`src/rtl/usbsetup_pkg.sv`:
```
// Package: shared PID codes and engine state type for the SETUP receiver.
// Assumes 4-bit PIDs with the check nibble already stripped upstream.
package usbsetup_pkg;
    localparam logic [3:0] PID_SETUP = 4'b1101;
    localparam logic [3:0] PID_OUT   = 4'b0001;
    localparam logic [3:0] PID_DATA0 = 4'b0011;
    localparam logic [3:0] PID_DATA1 = 4'b1011;

    typedef enum logic [1:0] {
        ST_IDLE = 2'd0,
        ST_WAIT = 2'd1,
        ST_RECV = 2'd2,
        ST_DROP = 2'd3
    } rx_state_t;
endpackage

```
`src/rtl/usbsetup_desc_tbl.sv`:
```
// Descriptor table: one buffer base and one received-byte count per endpoint.
// The base is loaded from outside. The count is written by the engine on a good
// end of packet. Reads are combinational.
module usbsetup_desc_tbl #(
    parameter int NEP = 4,
    parameter int AW  = 12,
    parameter int CW  = 7,
    localparam int EPW = (NEP > 1) ? $clog2(NEP) : 1
) (
    input  logic           clk,
    input  logic           rst_n,
    input  logic           base_we,
    input  logic [EPW-1:0] base_wep,
    input  logic [AW-1:0]  base_wval,
    input  logic           cnt_we,
    input  logic [EPW-1:0] cnt_wep,
    input  logic [CW-1:0]  cnt_wval,
    input  logic [EPW-1:0] fetch_ep,
    output logic [AW-1:0]  fetch_base,
    input  logic [EPW-1:0] rd_ep,
    output logic [AW-1:0]  rd_base,
    output logic [CW-1:0]  rd_cnt
);
    logic [AW-1:0] base_q [NEP];
    logic [CW-1:0] cnt_q  [NEP];

    for (genvar e = 0; e < NEP; e++) begin : g_ent
        // Hold this endpoint's base and count entries.
        always_ff @(posedge clk) begin
            if (!rst_n) begin
                base_q[e] <= '0;
                cnt_q[e]  <= '0;
            end else begin
                if (base_we && base_wep == EPW'(e)) base_q[e] <= base_wval;
                if (cnt_we && cnt_wep == EPW'(e))   cnt_q[e]  <= cnt_wval;
            end
        end

        p_cnt_store_r9: assert property (@(posedge clk) disable iff (!rst_n)
            (cnt_we && cnt_wep == EPW'(e)) |=> (cnt_q[e] == $past(cnt_wval)));
    end

    // Drive the combinational read ports.
    always_comb begin
        fetch_base = base_q[fetch_ep];
        rd_base    = base_q[rd_ep];
        rd_cnt     = cnt_q[rd_ep];
    end
endmodule

```
`src/rtl/usbsetup_flags.sv`:
```
// Setup-received flags, one per endpoint. A set from the engine wins over a
// clear in the same cycle, so a just-completed SETUP is never lost.
module usbsetup_flags #(
    parameter int NEP = 4
) (
    input  logic           clk,
    input  logic           rst_n,
    input  logic [NEP-1:0] set_i,
    input  logic [NEP-1:0] clr_i,
    output logic [NEP-1:0] flag_o
);
    logic [NEP-1:0] flag_q;

    for (genvar e = 0; e < NEP; e++) begin : g_flag
        // Update this endpoint's flag; a set takes priority over a clear.
        always_ff @(posedge clk) begin
            if (!rst_n)        flag_q[e] <= 1'b0;
            else if (set_i[e]) flag_q[e] <= 1'b1;
            else if (clr_i[e]) flag_q[e] <= 1'b0;
        end

        p_set_wins_r11: assert property (@(posedge clk) disable iff (!rst_n)
            set_i[e] |=> flag_q[e]);
        p_clear_works_r11: assert property (@(posedge clk) disable iff (!rst_n)
            (clr_i[e] && !set_i[e]) |=> !flag_q[e]);
    end

    assign flag_o = flag_q;
endmodule

```
`src/rtl/usbsetup_fsm.sv`:
```
// Transaction engine. It qualifies the token, waits for DATA0, streams the
// payload bytes to memory up to the endpoint maximum, and on a good end of
// packet sets the flag and records the count. Any new token restarts the checks.
// Assumes the token, data PID, byte and end-of-packet strobes are one-cycle pulses.
module usbsetup_fsm
    import usbsetup_pkg::*;
#(
    parameter int NEP = 4,
    parameter int AW  = 12,
    parameter int CW  = 7,
    localparam int EPW = (NEP > 1) ? $clog2(NEP) : 1
) (
    input  logic            clk,
    input  logic            rst_n,
    input  logic [6:0]      dev_addr_i,
    input  logic [NEP-1:0]  ep_en_i,
    input  logic [NEP-1:0]  ep_ctrl_i,
    input  logic [NEP*CW-1:0] ep_max_i,
    input  logic            tok_valid_i,
    input  logic [3:0]      tok_pid_i,
    input  logic [6:0]      tok_addr_i,
    input  logic [EPW-1:0]  tok_ep_i,
    input  logic            dpid_valid_i,
    input  logic [3:0]      dpid_i,
    input  logic            dpid_err_i,
    input  logic            byte_valid_i,
    input  logic [7:0]      byte_i,
    input  logic            eop_valid_i,
    input  logic            eop_good_i,
    input  logic [NEP-1:0]  flags_i,
    output logic [EPW-1:0]  fetch_ep_o,
    input  logic [AW-1:0]   fetch_base_i,
    output logic            mem_we_o,
    output logic [AW-1:0]   mem_addr_o,
    output logic [7:0]      mem_wdata_o,
    output logic [NEP-1:0]  flag_set_o,
    output logic            cnt_we_o,
    output logic [EPW-1:0]  cnt_ep_o,
    output logic [CW-1:0]   cnt_val_o
);
    rx_state_t      state_q;
    logic [EPW-1:0] ep_q;
    logic [AW-1:0]  base_q;
    logic [CW-1:0]  max_q;
    logic [CW-1:0]  cnt_q;
    logic           tok_ok;
    logic           room;
    logic           eop_ok;

    // Token qualification chain: PID, address, enable, control type.
    always_comb begin
        tok_ok = (tok_pid_i == PID_SETUP) && (tok_addr_i == dev_addr_i)
              && ep_en_i[tok_ep_i] && ep_ctrl_i[tok_ep_i];
    end

    assign fetch_ep_o = tok_ep_i;
    assign room       = (cnt_q < max_q);
    assign eop_ok     = !tok_valid_i && (state_q == ST_RECV) && eop_valid_i && eop_good_i;

    // Byte write port, active while receiving with room left.
    always_comb begin
        mem_we_o    = !tok_valid_i && (state_q == ST_RECV) && byte_valid_i && room;
        mem_addr_o  = base_q + AW'(cnt_q);
        mem_wdata_o = byte_i;
    end

    // Completion outputs toward the flag bank and the descriptor table.
    always_comb begin
        flag_set_o = '0;
        if (eop_ok) flag_set_o[ep_q] = 1'b1;
        cnt_we_o  = eop_ok;
        cnt_ep_o  = ep_q;
        cnt_val_o = cnt_q;
    end

    // State register and per-transaction context.
    always_ff @(posedge clk) begin
        if (!rst_n) begin
            state_q <= ST_IDLE;
            ep_q    <= '0;
            base_q  <= '0;
            max_q   <= '0;
            cnt_q   <= '0;
        end else if (tok_valid_i) begin
            state_q <= tok_ok ? ST_WAIT : ST_IDLE;
            if (tok_ok) begin
                ep_q   <= tok_ep_i;
                base_q <= fetch_base_i;
                max_q  <= ep_max_i[tok_ep_i*CW +: CW];
            end
        end else begin
            unique case (state_q)
                ST_WAIT: if (dpid_valid_i) begin
                    cnt_q <= '0;
                    if (dpid_err_i || dpid_i != PID_DATA0) state_q <= ST_IDLE;
                    else if (flags_i[ep_q])                state_q <= ST_DROP;
                    else                                   state_q <= ST_RECV;
                end
                ST_RECV: begin
                    if (eop_valid_i)              state_q <= ST_IDLE;
                    else if (byte_valid_i && room) cnt_q  <= cnt_q + 1'b1;
                end
                ST_DROP: if (eop_valid_i) state_q <= ST_IDLE;
                default: ;
            endcase
        end
    end

    p_addr_miss_r1: assert property (@(posedge clk) disable iff (!rst_n)
        (tok_valid_i && tok_addr_i != dev_addr_i) |=> (state_q == ST_IDLE));
    p_bad_dpid_r5: assert property (@(posedge clk) disable iff (!rst_n)
        (!tok_valid_i && state_q == ST_WAIT && dpid_valid_i && (dpid_err_i || dpid_i != PID_DATA0))
        |=> (state_q == ST_IDLE));
    p_cap_r7: assert property (@(posedge clk) disable iff (!rst_n)
        (state_q == ST_RECV) |-> (cnt_q <= max_q));
    p_no_write_flagged_r8: assert property (@(posedge clk) disable iff (!rst_n)
        mem_we_o |-> !flags_i[ep_q]);
    p_abort_r10: assert property (@(posedge clk) disable iff (!rst_n)
        (tok_valid_i && state_q != ST_IDLE) |=> (state_q inside {ST_IDLE, ST_WAIT}));
endmodule

```
`src/rtl/usbsetup_rx.sv`:
```
// Top of the SETUP stage receiver: connects the descriptor table, the flag bank
// and the transaction engine. Assumes configuration inputs are stable while a
// transaction is in progress.
module usbsetup_rx #(
    parameter int NEP = 4,
    parameter int AW  = 12,
    parameter int CW  = 7,
    localparam int EPW = (NEP > 1) ? $clog2(NEP) : 1
) (
    input  logic              clk,
    input  logic              rst_n,
    input  logic [6:0]        dev_addr,
    input  logic [NEP-1:0]    ep_enabled,
    input  logic [NEP-1:0]    ep_ctrl,
    input  logic [NEP*CW-1:0] ep_max_flat,
    input  logic              tok_valid,
    input  logic [3:0]        tok_pid,
    input  logic [6:0]        tok_addr,
    input  logic [EPW-1:0]    tok_ep,
    input  logic              dpid_valid,
    input  logic [3:0]        dpid,
    input  logic              dpid_err,
    input  logic              byte_valid,
    input  logic [7:0]        byte_data,
    input  logic              eop_valid,
    input  logic              eop_good,
    input  logic              desc_wr_en,
    input  logic [EPW-1:0]    desc_wr_ep,
    input  logic [AW-1:0]     desc_wr_addr,
    input  logic [EPW-1:0]    desc_rd_ep,
    output logic [AW-1:0]     desc_rd_addr,
    output logic [CW-1:0]     desc_rd_cnt,
    output logic              mem_we,
    output logic [AW-1:0]     mem_addr,
    output logic [7:0]        mem_wdata,
    input  logic [NEP-1:0]    flag_clr,
    output logic [NEP-1:0]    setup_flag
);
    logic [EPW-1:0] fetch_ep;
    logic [AW-1:0]  fetch_base;
    logic [NEP-1:0] flag_set;
    logic           cnt_we;
    logic [EPW-1:0] cnt_ep;
    logic [CW-1:0]  cnt_val;

    usbsetup_desc_tbl #(.NEP(NEP), .AW(AW), .CW(CW)) u_desc (
        .clk(clk), .rst_n(rst_n),
        .base_we(desc_wr_en), .base_wep(desc_wr_ep), .base_wval(desc_wr_addr),
        .cnt_we(cnt_we), .cnt_wep(cnt_ep), .cnt_wval(cnt_val),
        .fetch_ep(fetch_ep), .fetch_base(fetch_base),
        .rd_ep(desc_rd_ep), .rd_base(desc_rd_addr), .rd_cnt(desc_rd_cnt)
    );

    usbsetup_flags #(.NEP(NEP)) u_flags (
        .clk(clk), .rst_n(rst_n),
        .set_i(flag_set), .clr_i(flag_clr), .flag_o(setup_flag)
    );

    usbsetup_fsm #(.NEP(NEP), .AW(AW), .CW(CW)) u_fsm (
        .clk(clk), .rst_n(rst_n),
        .dev_addr_i(dev_addr), .ep_en_i(ep_enabled), .ep_ctrl_i(ep_ctrl),
        .ep_max_i(ep_max_flat),
        .tok_valid_i(tok_valid), .tok_pid_i(tok_pid), .tok_addr_i(tok_addr), .tok_ep_i(tok_ep),
        .dpid_valid_i(dpid_valid), .dpid_i(dpid), .dpid_err_i(dpid_err),
        .byte_valid_i(byte_valid), .byte_i(byte_data),
        .eop_valid_i(eop_valid), .eop_good_i(eop_good),
        .flags_i(setup_flag),
        .fetch_ep_o(fetch_ep), .fetch_base_i(fetch_base),
        .mem_we_o(mem_we), .mem_addr_o(mem_addr), .mem_wdata_o(mem_wdata),
        .flag_set_o(flag_set),
        .cnt_we_o(cnt_we), .cnt_ep_o(cnt_ep), .cnt_val_o(cnt_val)
    );

    p_reset_quiet_r12: assert property (@(posedge clk)
        !rst_n |=> (setup_flag == '0 && !mem_we));
endmodule

```
`config.mk`:
```
export PLATFORM = sky130hd
export DESIGN_NAME = usbsetup_rx
export DESIGN_NICKNAME = d
export VERILOG_FILES = /design/src/rtl/usbsetup_pkg.sv /design/src/rtl/usbsetup_desc_tbl.sv /design/src/rtl/usbsetup_flags.sv /design/src/rtl/usbsetup_fsm.sv /design/src/rtl/usbsetup_rx.sv
export SDC_FILE = /design/constraint.sdc
export NUM_CORES = 1
export LEC_CHECK = 0
export BUFFER_PORTS_ARGS = -buffer_cell sky130_fd_sc_hd__buf_2
export CAP_MARGIN = 20
export CORE_MARGIN = 8
export CORE_UTILIZATION = 35
export CTS_BUF_LIST = sky130_fd_sc_hd__clkbuf_8
export CTS_CLUSTER_DIAMETER = 50
export DETAILED_ROUTE_END_ITERATION = 10
export GPL_TIMING_DRIVEN = 0
export SKIP_CTS_REPAIR_TIMING = 1
export SLEW_MARGIN = 20
export SYNTH_ARGS = -nofsm -noshare
export SYNTH_HDL_FRONTEND = slang
export SYNTH_HIERARCHICAL = 1
export SYNTH_SLANG_ARGS = --single-unit
```
`constraint.sdc`:
```
create_clock -name clk -period 3.55 [get_ports clk]
set_input_delay 0.71 -clock clk [delete_from_list [all_inputs] [get_ports clk]]
set_output_delay 0.71 -clock clk [all_outputs]
set_load 0.1 [all_outputs]
```
==> summary.md, run 1 <==
| Metric | Value |
|---|---|
| Status | completed |
| Syn_area_per_cell | 12.77 um^2 |
| Minimum clock period | 3.372 ns |
| Drt wl/cell | 19.12 um |
| RSZ-0062 raised after global routing | false |
| Syn nets | 589 |
| Max Clk Rate | 296.6 MHz |
| Peak VDD IR | 0.0002259 V |
| # rows | 48 |
| Antenna violations before repair | 0 |
| Die Y | 147.9 um |
| Die Wd | 147.9 um |
| Worst setup path class | register to primary output |
| Final Net Count | 732 |
| Register area | 0.002972 mm^2 |
| Die area | 0.02188 mm^2 |
| Core footprint | 0.01718 mm^2 |
| Final Max Tran Viols | 0 |
| PwrDens | 368.3 mW/mm^2 |
| Clock Skews | 0.01600 ns |
| Placed insts | 834 |
| Seq cells post-synth | 110 |
| Area Overhead vs Synth | 20.81% |
| Max clock buf depth | 2 |
| Layout cells sized above 1 | 36.00% |
| Max_slew headroom | 25.11% |
| Multi-input gate area | 0.002945 mm^2 |
| Slew @ Worst Pin | 1.112 ns |
| CTS H-tree lvls | 3 |
| Final Hold Viols | 0 |
| Total number of vias | 4,339 |
| Synth unique cells | 50 |
| Fin crit share | 94.98% |
| 1st-iter DRT viols | 292 |
| CTS Sinks | 110 |
| Mapped Cells | 477 |
| Fill count | 1,639 |
| Static leakage | 2.920 nW |
| CTS tree | built |
| Input/output buffers | 128 |
| Warnings from Yosys | 6 |
| Most frequent cells in the layout | buf_2 (124), and2_1 (80), edfxtp_1 (76) |
| First-pass GRT wire length | 25,420 um |
| Post-DP HPWL | 12,680 um |
| Pwr Total | 2.710 mW |
| Worst Hold Class | register to register |
| Vias in the first global route | 4,681 |
| Max Cap Viol | 0 |
| Clock latency at the later pin of the worst-skew pair | 0.39 ns |
| Dominant synthesized flop cell | edfxtp_1 |
| TritonCTS buffer count | 9 |
| Total grt overflow | 0 |
| Nature of the critical path startpoint | register |
| Arr. time, crit path | 2.66 ns |
| Critical path required time | 2.84 ns |
| Initial Util | 35.45% |
| Global placer's final weighted congestion | 0.7822 |
| Final setup vio count | 0 |
| GRT Total Usage | 15.16% |
| Drt total wl | 16,250 um |
| Final non-filler cell total | 850 |
| Post-Syn Area | 0.006090 mm^2 |
| DRC violations left | 0 |
| Asr flop ratio synth | 0% |
| Seq/Total Area, Yosys | 48.65% |
| Via density | 5.105 |
| I/O pin cnt | 141 |
| EDFF count, synth | 76 |
| Largest net degree at the start of global routing | 19 |
| Initial DRT Pass Iterations | 4 |
| Clock Pin Slew Worst Setup and Hold Paths | 0.10 ns |
| N_diodes | 0 |
| ANT nets after route | 0 |
| Worst Setup End Kind | primary output |
| Most common cell after layout, fill and taps aside | buf_2 |
| Max FO, Critical Path | 10 |
| Root Buffer | clkbuf_8 |
==> through the flow <==
step | setup TNS (ns) | utilization (%) | setup WS [ns] | area, um^2 | hold WS [ns]
finish | 0 | 42.83 | 0.1782 | 7357 | 0.5072
global route | 0 | 42.83 | 0.02199 | 7357 | 0.5258
CTS | -0.9555 | 42.55 | -0.2194 | 7308 | 0.5134
detailed placement | 0 | 41.41 | 0.2268 | 7113 | 0.4888
global placement | 0 | 41.06 | 0.3053 | 7053 | 0.4824
floorplan | 0 | - | 0.01097 | 6131 | 0.4520
==> Yosys cell counts (all sizes together) (8+ instances only) <==
library cell | count | area [um^2]
nand2 | 19 | 71.32
ha | 14 | 175.2
xnor2 | 11 | 96.34
inv | 15 | 56.30
and2 | 80 | 500.5
nand3 | 10 | 50.05
o21ai | 13 | 65.06
edfxtp | 76 | 2282
dfxtp | 34 | 680.7
clkbuf | 9 | 33.78
mux4 | 40 | 934.7
buf | 20 | 166.4
mux2i | 21 | 210.2
a21oi | 8 | 40.04
nor2 | 33 | 123.9
==> worst max-delay path, cell delays in order (launching register included) <==
cell      delay, ns
dfxtp_2        0.45
ha_1           0.28
a21o_1         0.18
a221o_1        0.37
a31o_1         0.21
clkbuf_1       0.22
nor3_2         0.20
clkbuf_4       0.37
==> routing by layer <==
| layer | routed length (um) | vias up | track usage [%] |
|---|---|---|---|
| met5 | 0 | - | 0 |
| met3 | 890 | 22 | 3.821 |
| met2 | 9018 | 106 | 28.72 |
| met1 | 6060 | 2153 | 16.09 |
| li1 | - | 2058 | - |
| met4 | 279 | 0 | 4.691 |
==> path summary, 6_finish.rpt <==
check | from | slack [ns] | to | cells past startpoint
setup / recovery | u_fsm/cnt_val_o[5] | 0.18 | mem_we | 7
hold / removal | u_fsm/max_q[2] | 0.51 | u_fsm/max_q[2] | 2
setup reg to reg | u_fsm/cnt_val_o[5] | 1.13 | u_fsm/cnt_val_o[6] | 7
hold reg to reg | u_fsm/max_q[2] | 0.51 | u_fsm/max_q[2] | 2
==> cell type report <==
class                      count  share of cell area, %
multi-input combinational    323                  40.03
tap                          225                  3.827
clock buffer                   9                  1.684
timing repair buffer         132                  9.609
sequential                   110                  40.39
clock inverter                 7                 0.9694
inverter                      15                 0.7653
buffer                        29                  2.721
==> sequential cells by signal, indices dropped and copies added (netlist names) <==
signal / cells
u_desc/base_q: 48
u_desc/cnt_q: 28
u_fsm/base_q: 12
u_fsm/cnt_val_o: 7
u_fsm/max_q: 7
u_flags/flag_o: 4
u_fsm/cnt_ep_o: 2
u_fsm/state_q: 2
==> logic make-up after synthesis <==
| logic type | after synthesis | synth area share [%] |
|---|---|---|
| buf+inv | 44 | 4.212 |
| mux | 61 | 18.80 |
| simple gates | 182 | 17.63 |
| xor+xnor | 15 | 2.157 |
| flops | 110 | 48.65 |
| fa+ha+maj | 15 | 3.205 |
| compound gates | 50 | 5.342 |
==> power breakdown <==
| group | internal (mW) | switching, mW |
|---|---|---|
| Sequential | 1.42 | 0.0205 |
| Combinational | 0.163 | 0.344 |
| Clock | 0.328 | 0.434 |
| Total | 1.91 | 0.799 |
(Power assumes the default switching activity.)
==> inputs of run 2 (changes only) <==
Settings changed: ABC_AREA from default to 1, SETUP_SLACK_MARGIN from default to 0.3.
Clock period 3.55 ns to 3.6 ns, I/O delays scaled along.
==> run 2 against run 1 <==
  * Clock-buffer cell count stayed put
  * Routed wire length grew 19%
  * Critical path depth up 2
  * Non-clock buffer count rose by 18
  * Setup slack improved by 0.29 ns
  * First-iteration DRC count increased by 28%
  * Largest cell class is now multi-input combinational cells
  * Register-to-register slack improved by 0.39 ns
  * Synthesized area increased by 15%
  * Clock power is 10% lower
  * Via count up 47%
  * Synthesized cell count grew 110%
==> summary.md, run 2 <==
| Metric | Value |
|---|---|
| Largest net degree at the start of global routing | 19 (unchanged) |
| RSZ-0062 raised after global routing | true |
| Max clock buf depth | 2 (unchanged) |
| Biggest register | u_desc/base_q |
| Vias in the first global route | 6,083 (+30%) |
| Most common cell after layout, fill and taps aside | nand2_1 |
| Clock Skews | 0.009465 ns (-0.006530 ns) |
| Syn_area_per_cell | 7.120 um^2 (-44%) |
| Initial DRT Pass Iterations | 5 (+1) |
| Die Wd | 157.6 um (+6.5%) |
| Slew @ Worst Pin | 0.6917 ns (-0.4199 ns) |
| Dominant synthesized flop cell | edfxtp_1 |
| Total number of vias | 6,373 (+47%) |
| Clock latency at the later pin of the worst-skew pair | 0.39 ns (about the same) |
| Input/output buffers | 130 (+1.6%) |
| Worst Hold Class | register to register |
| N_diodes | 0 (unchanged) |
| Static leakage | 4.148 nW (+42%) |
| TritonCTS buffer count | 9 (unchanged) |
| Post-Syn Area | 0.007013 mm^2 (+15%) |
| Seq cells post-synth | 110 (unchanged) |
| Yosys top cell area share | 32.54% (-4.9 points) |
| ANT nets after route | 0 (unchanged) |
| Max Clk Rate | 319.3 MHz |
| Hold WS | 0.4892 ns (-0.01804 ns) |
| Peak VDD IR | 0.0001638 V (-27%) |
| Final Hold Viols | 0 (unchanged) |
| Status | completed |
| Synth unique cells | 35 (-30%) |
| 1st-iter DRT viols | 375 (+28%) |
| Clock Pin Slew Worst Setup and Hold Paths | 0.10 ns (about the same) |
| Register-to-register setup slack | 1.52 ns (+0.39 ns) |
| Most frequent cells in the layout | nand2_1 (254), inv_1 (175), nor2_1 (150) |
| Layout cells sized above 1 | 19.98% (-16 points) |
| Setup crit end | mem_addr[10] |
| I/O pin cnt | 141 (unchanged) |
| Area Overhead vs Synth | 17.27% |
| Initial Util | 35.80% (+0.35 points) |
| FF-to-FF End | u_desc/cnt_q[3][1] |
| EDFF count, synth | 76 (unchanged) |
| First-pass GRT wire length | 30,750 um (+21%) |
| DRC violations left | 0 (unchanged) |
| Max FO, Critical Path | 6 (-4) |
| Setup slack at placement | 0.7332 ns (+0.5064 ns) |
| Seq/Total Area, Yosys | 42.25% (-6.4 points) |
| Worst setup path class | register to primary output |
| Worst Setup End Kind | primary output |
| CTS H-tree lvls | 3 (unchanged) |
| Drt wl/cell | 13.89 um (-27%) |
| Final setup vio count | 0 (unchanged) |
| GRT Total Usage | 15.90% (+0.74 points) |
| Final Max Tran Viols | 0 (unchanged) |
| Drt total wl | 19,400 um (+19%) |
| Warnings from Yosys | 6 (unchanged) |
| CP Launch Point | u_fsm/cnt_val_o[0] |
| Largest registers | u_desc/base_q (48), u_desc/cnt_q (28), u_fsm/base_q (12) |
| Max reg flops | 48 (unchanged) |
| Max Cap Viol | 0 (unchanged) |
| Root Buffer | clkbuf_8 |
| Via density | 4.565 (-11%) |
| Nature of the critical path startpoint | register |
| Setup ws final | 0.4685 ns (+0.2903 ns) |
| Reg2Reg Depth | 9 (+2) |
| Post-DP HPWL | 15,060 um (+19%) |
| Antenna violations before repair | 0 (unchanged) |
| Final Util | 41.98% (-0.85 points) |
| Minimum clock period | 3.131 ns |
| Mapped Cells | 985 (+110%) |
| Syn nets | 1,097 (+86%) |
| CTS tree | built |
| Final setup TNS | 0 ns (unchanged) |
| FF-to-FF Start | u_fsm/state_q[1] |
| Global placer's final weighted congestion | 0.8334 (+6.5%) |
| Final Net Count | 1,238 (+69%) |
| Asr flop ratio synth | 0% (unchanged) |
| Fin crit share | 86.99% |
| # rows | 51 (+6.3%) |
| Most frequent cells after synthesis | nand2_1 (254), inv_1 (175), nor2_1 (150) |
| Critical path required time | 2.88 ns (+0.04 ns) |
| Area leader, netlist | edfxtp_1 |
| Count leader, synth | nand2_1 |
| Arr. time, crit path | 2.41 ns (-0.25 ns) |
| Total grt overflow | 0 (unchanged) |
| PwrDens | 328.4 mW/mm^2 (-11%) |
| Die area | 0.02482 mm^2 (+13%) |
| Pwr Total | 2.701 mW (-0.34%) |
| CTS Sinks | 110 (unchanged) |
| Ranking of synthesized cells by area | edfxtp_1 (33%), nand2_1 (14%), dfxtp_1 (9.7%), inv_1 (9.4%), nor2_1 (8.0%) |
| Max_slew headroom | 53.77% (+29 points) |
| Die Y | 157.6 um (+6.5%) |
| Core footprint | 0.01959 mm^2 (+14%) |
[run 2: layer usage]
metal / global-route usage (%) / part of all wire (%)
met3: 2.906 / 5.7
met4: 5.258 / 1.8
met2: 25.84 / 46
met5: 0 / 0
met1: 20.91 / 47
[run 2: report_power, final]
part           total [mW]  leakage, nW  switching (mW)  internal (mW)
clock               0.686       0.0832           0.433          0.253
sequential           1.41         1.03          0.0120           1.40
combinational       0.602         3.03           0.450          0.152
total                2.70         4.15           0.896           1.80
[run 2: worst min path at each step]
stage / cells after the start / slack [ns] / from / endpoint
after detailed placement: 2 / 0.47 / u_fsm/max_q[6] / u_fsm/max_q[6]
final: 2 / 0.49 / u_flags/flag_o[1] / u_flags/flag_o[1]
after global routing: 2 / 0.52 / u_flags/flag_o[0] / u_flags/flag_o[0]
after CTS: 2 / 0.49 / u_flags/flag_o[1] / u_flags/flag_o[1]
after global placement: 2 / 0.47 / u_fsm/max_q[6] / u_fsm/max_q[6]
after floorplan: 2 / 0.45 / u_fsm/base_q[10] / u_fsm/base_q[10]
[run 2: metrics by stage]
stage	cell area [um^2]	cells
after global placement	8038	1380
after floorplan	7056	985
after global routing	8224	1396
after CTS	8212	1396
final	8224	1396
after detailed placement	8038	1380
[run 2: cell type report]
type / instances / area, um^2
Multi-Input combinational cell: 642 / 3052
Buffer: 49 / 345.3
Sequential cell: 110 / 2963
Tap cell: 265 / 331.6
Timing Repair Buffer: 130 / 663.1
Clock buffer: 9 / 123.9
Fill cell: 2135 / 11370
Clock inverter: 7 / 50.05
Inverter: 184 / 695.7
[run 2: cell families after synthesis]
kind of cell	Yosys count	share of synthesized area [%]
fa+ha+maj	15	2.783
xor+xnor	10	1.249
buf+inv	233	14.84
flops	110	42.25
compound gates	48	3.658
simple gates	569	35.22
[run 2: worst max-delay path: stages, from the launching register on]
cell and delay (ns):
dfxtp_1 0.38, ha_1 0.25, fa_1 0.42, nand3_1 0.10, nand2_1 0.11, nand3_1 0.09, nand3_1 0.12, nand2_1 0.13
xor2_2 0.14, buf_4 0.30
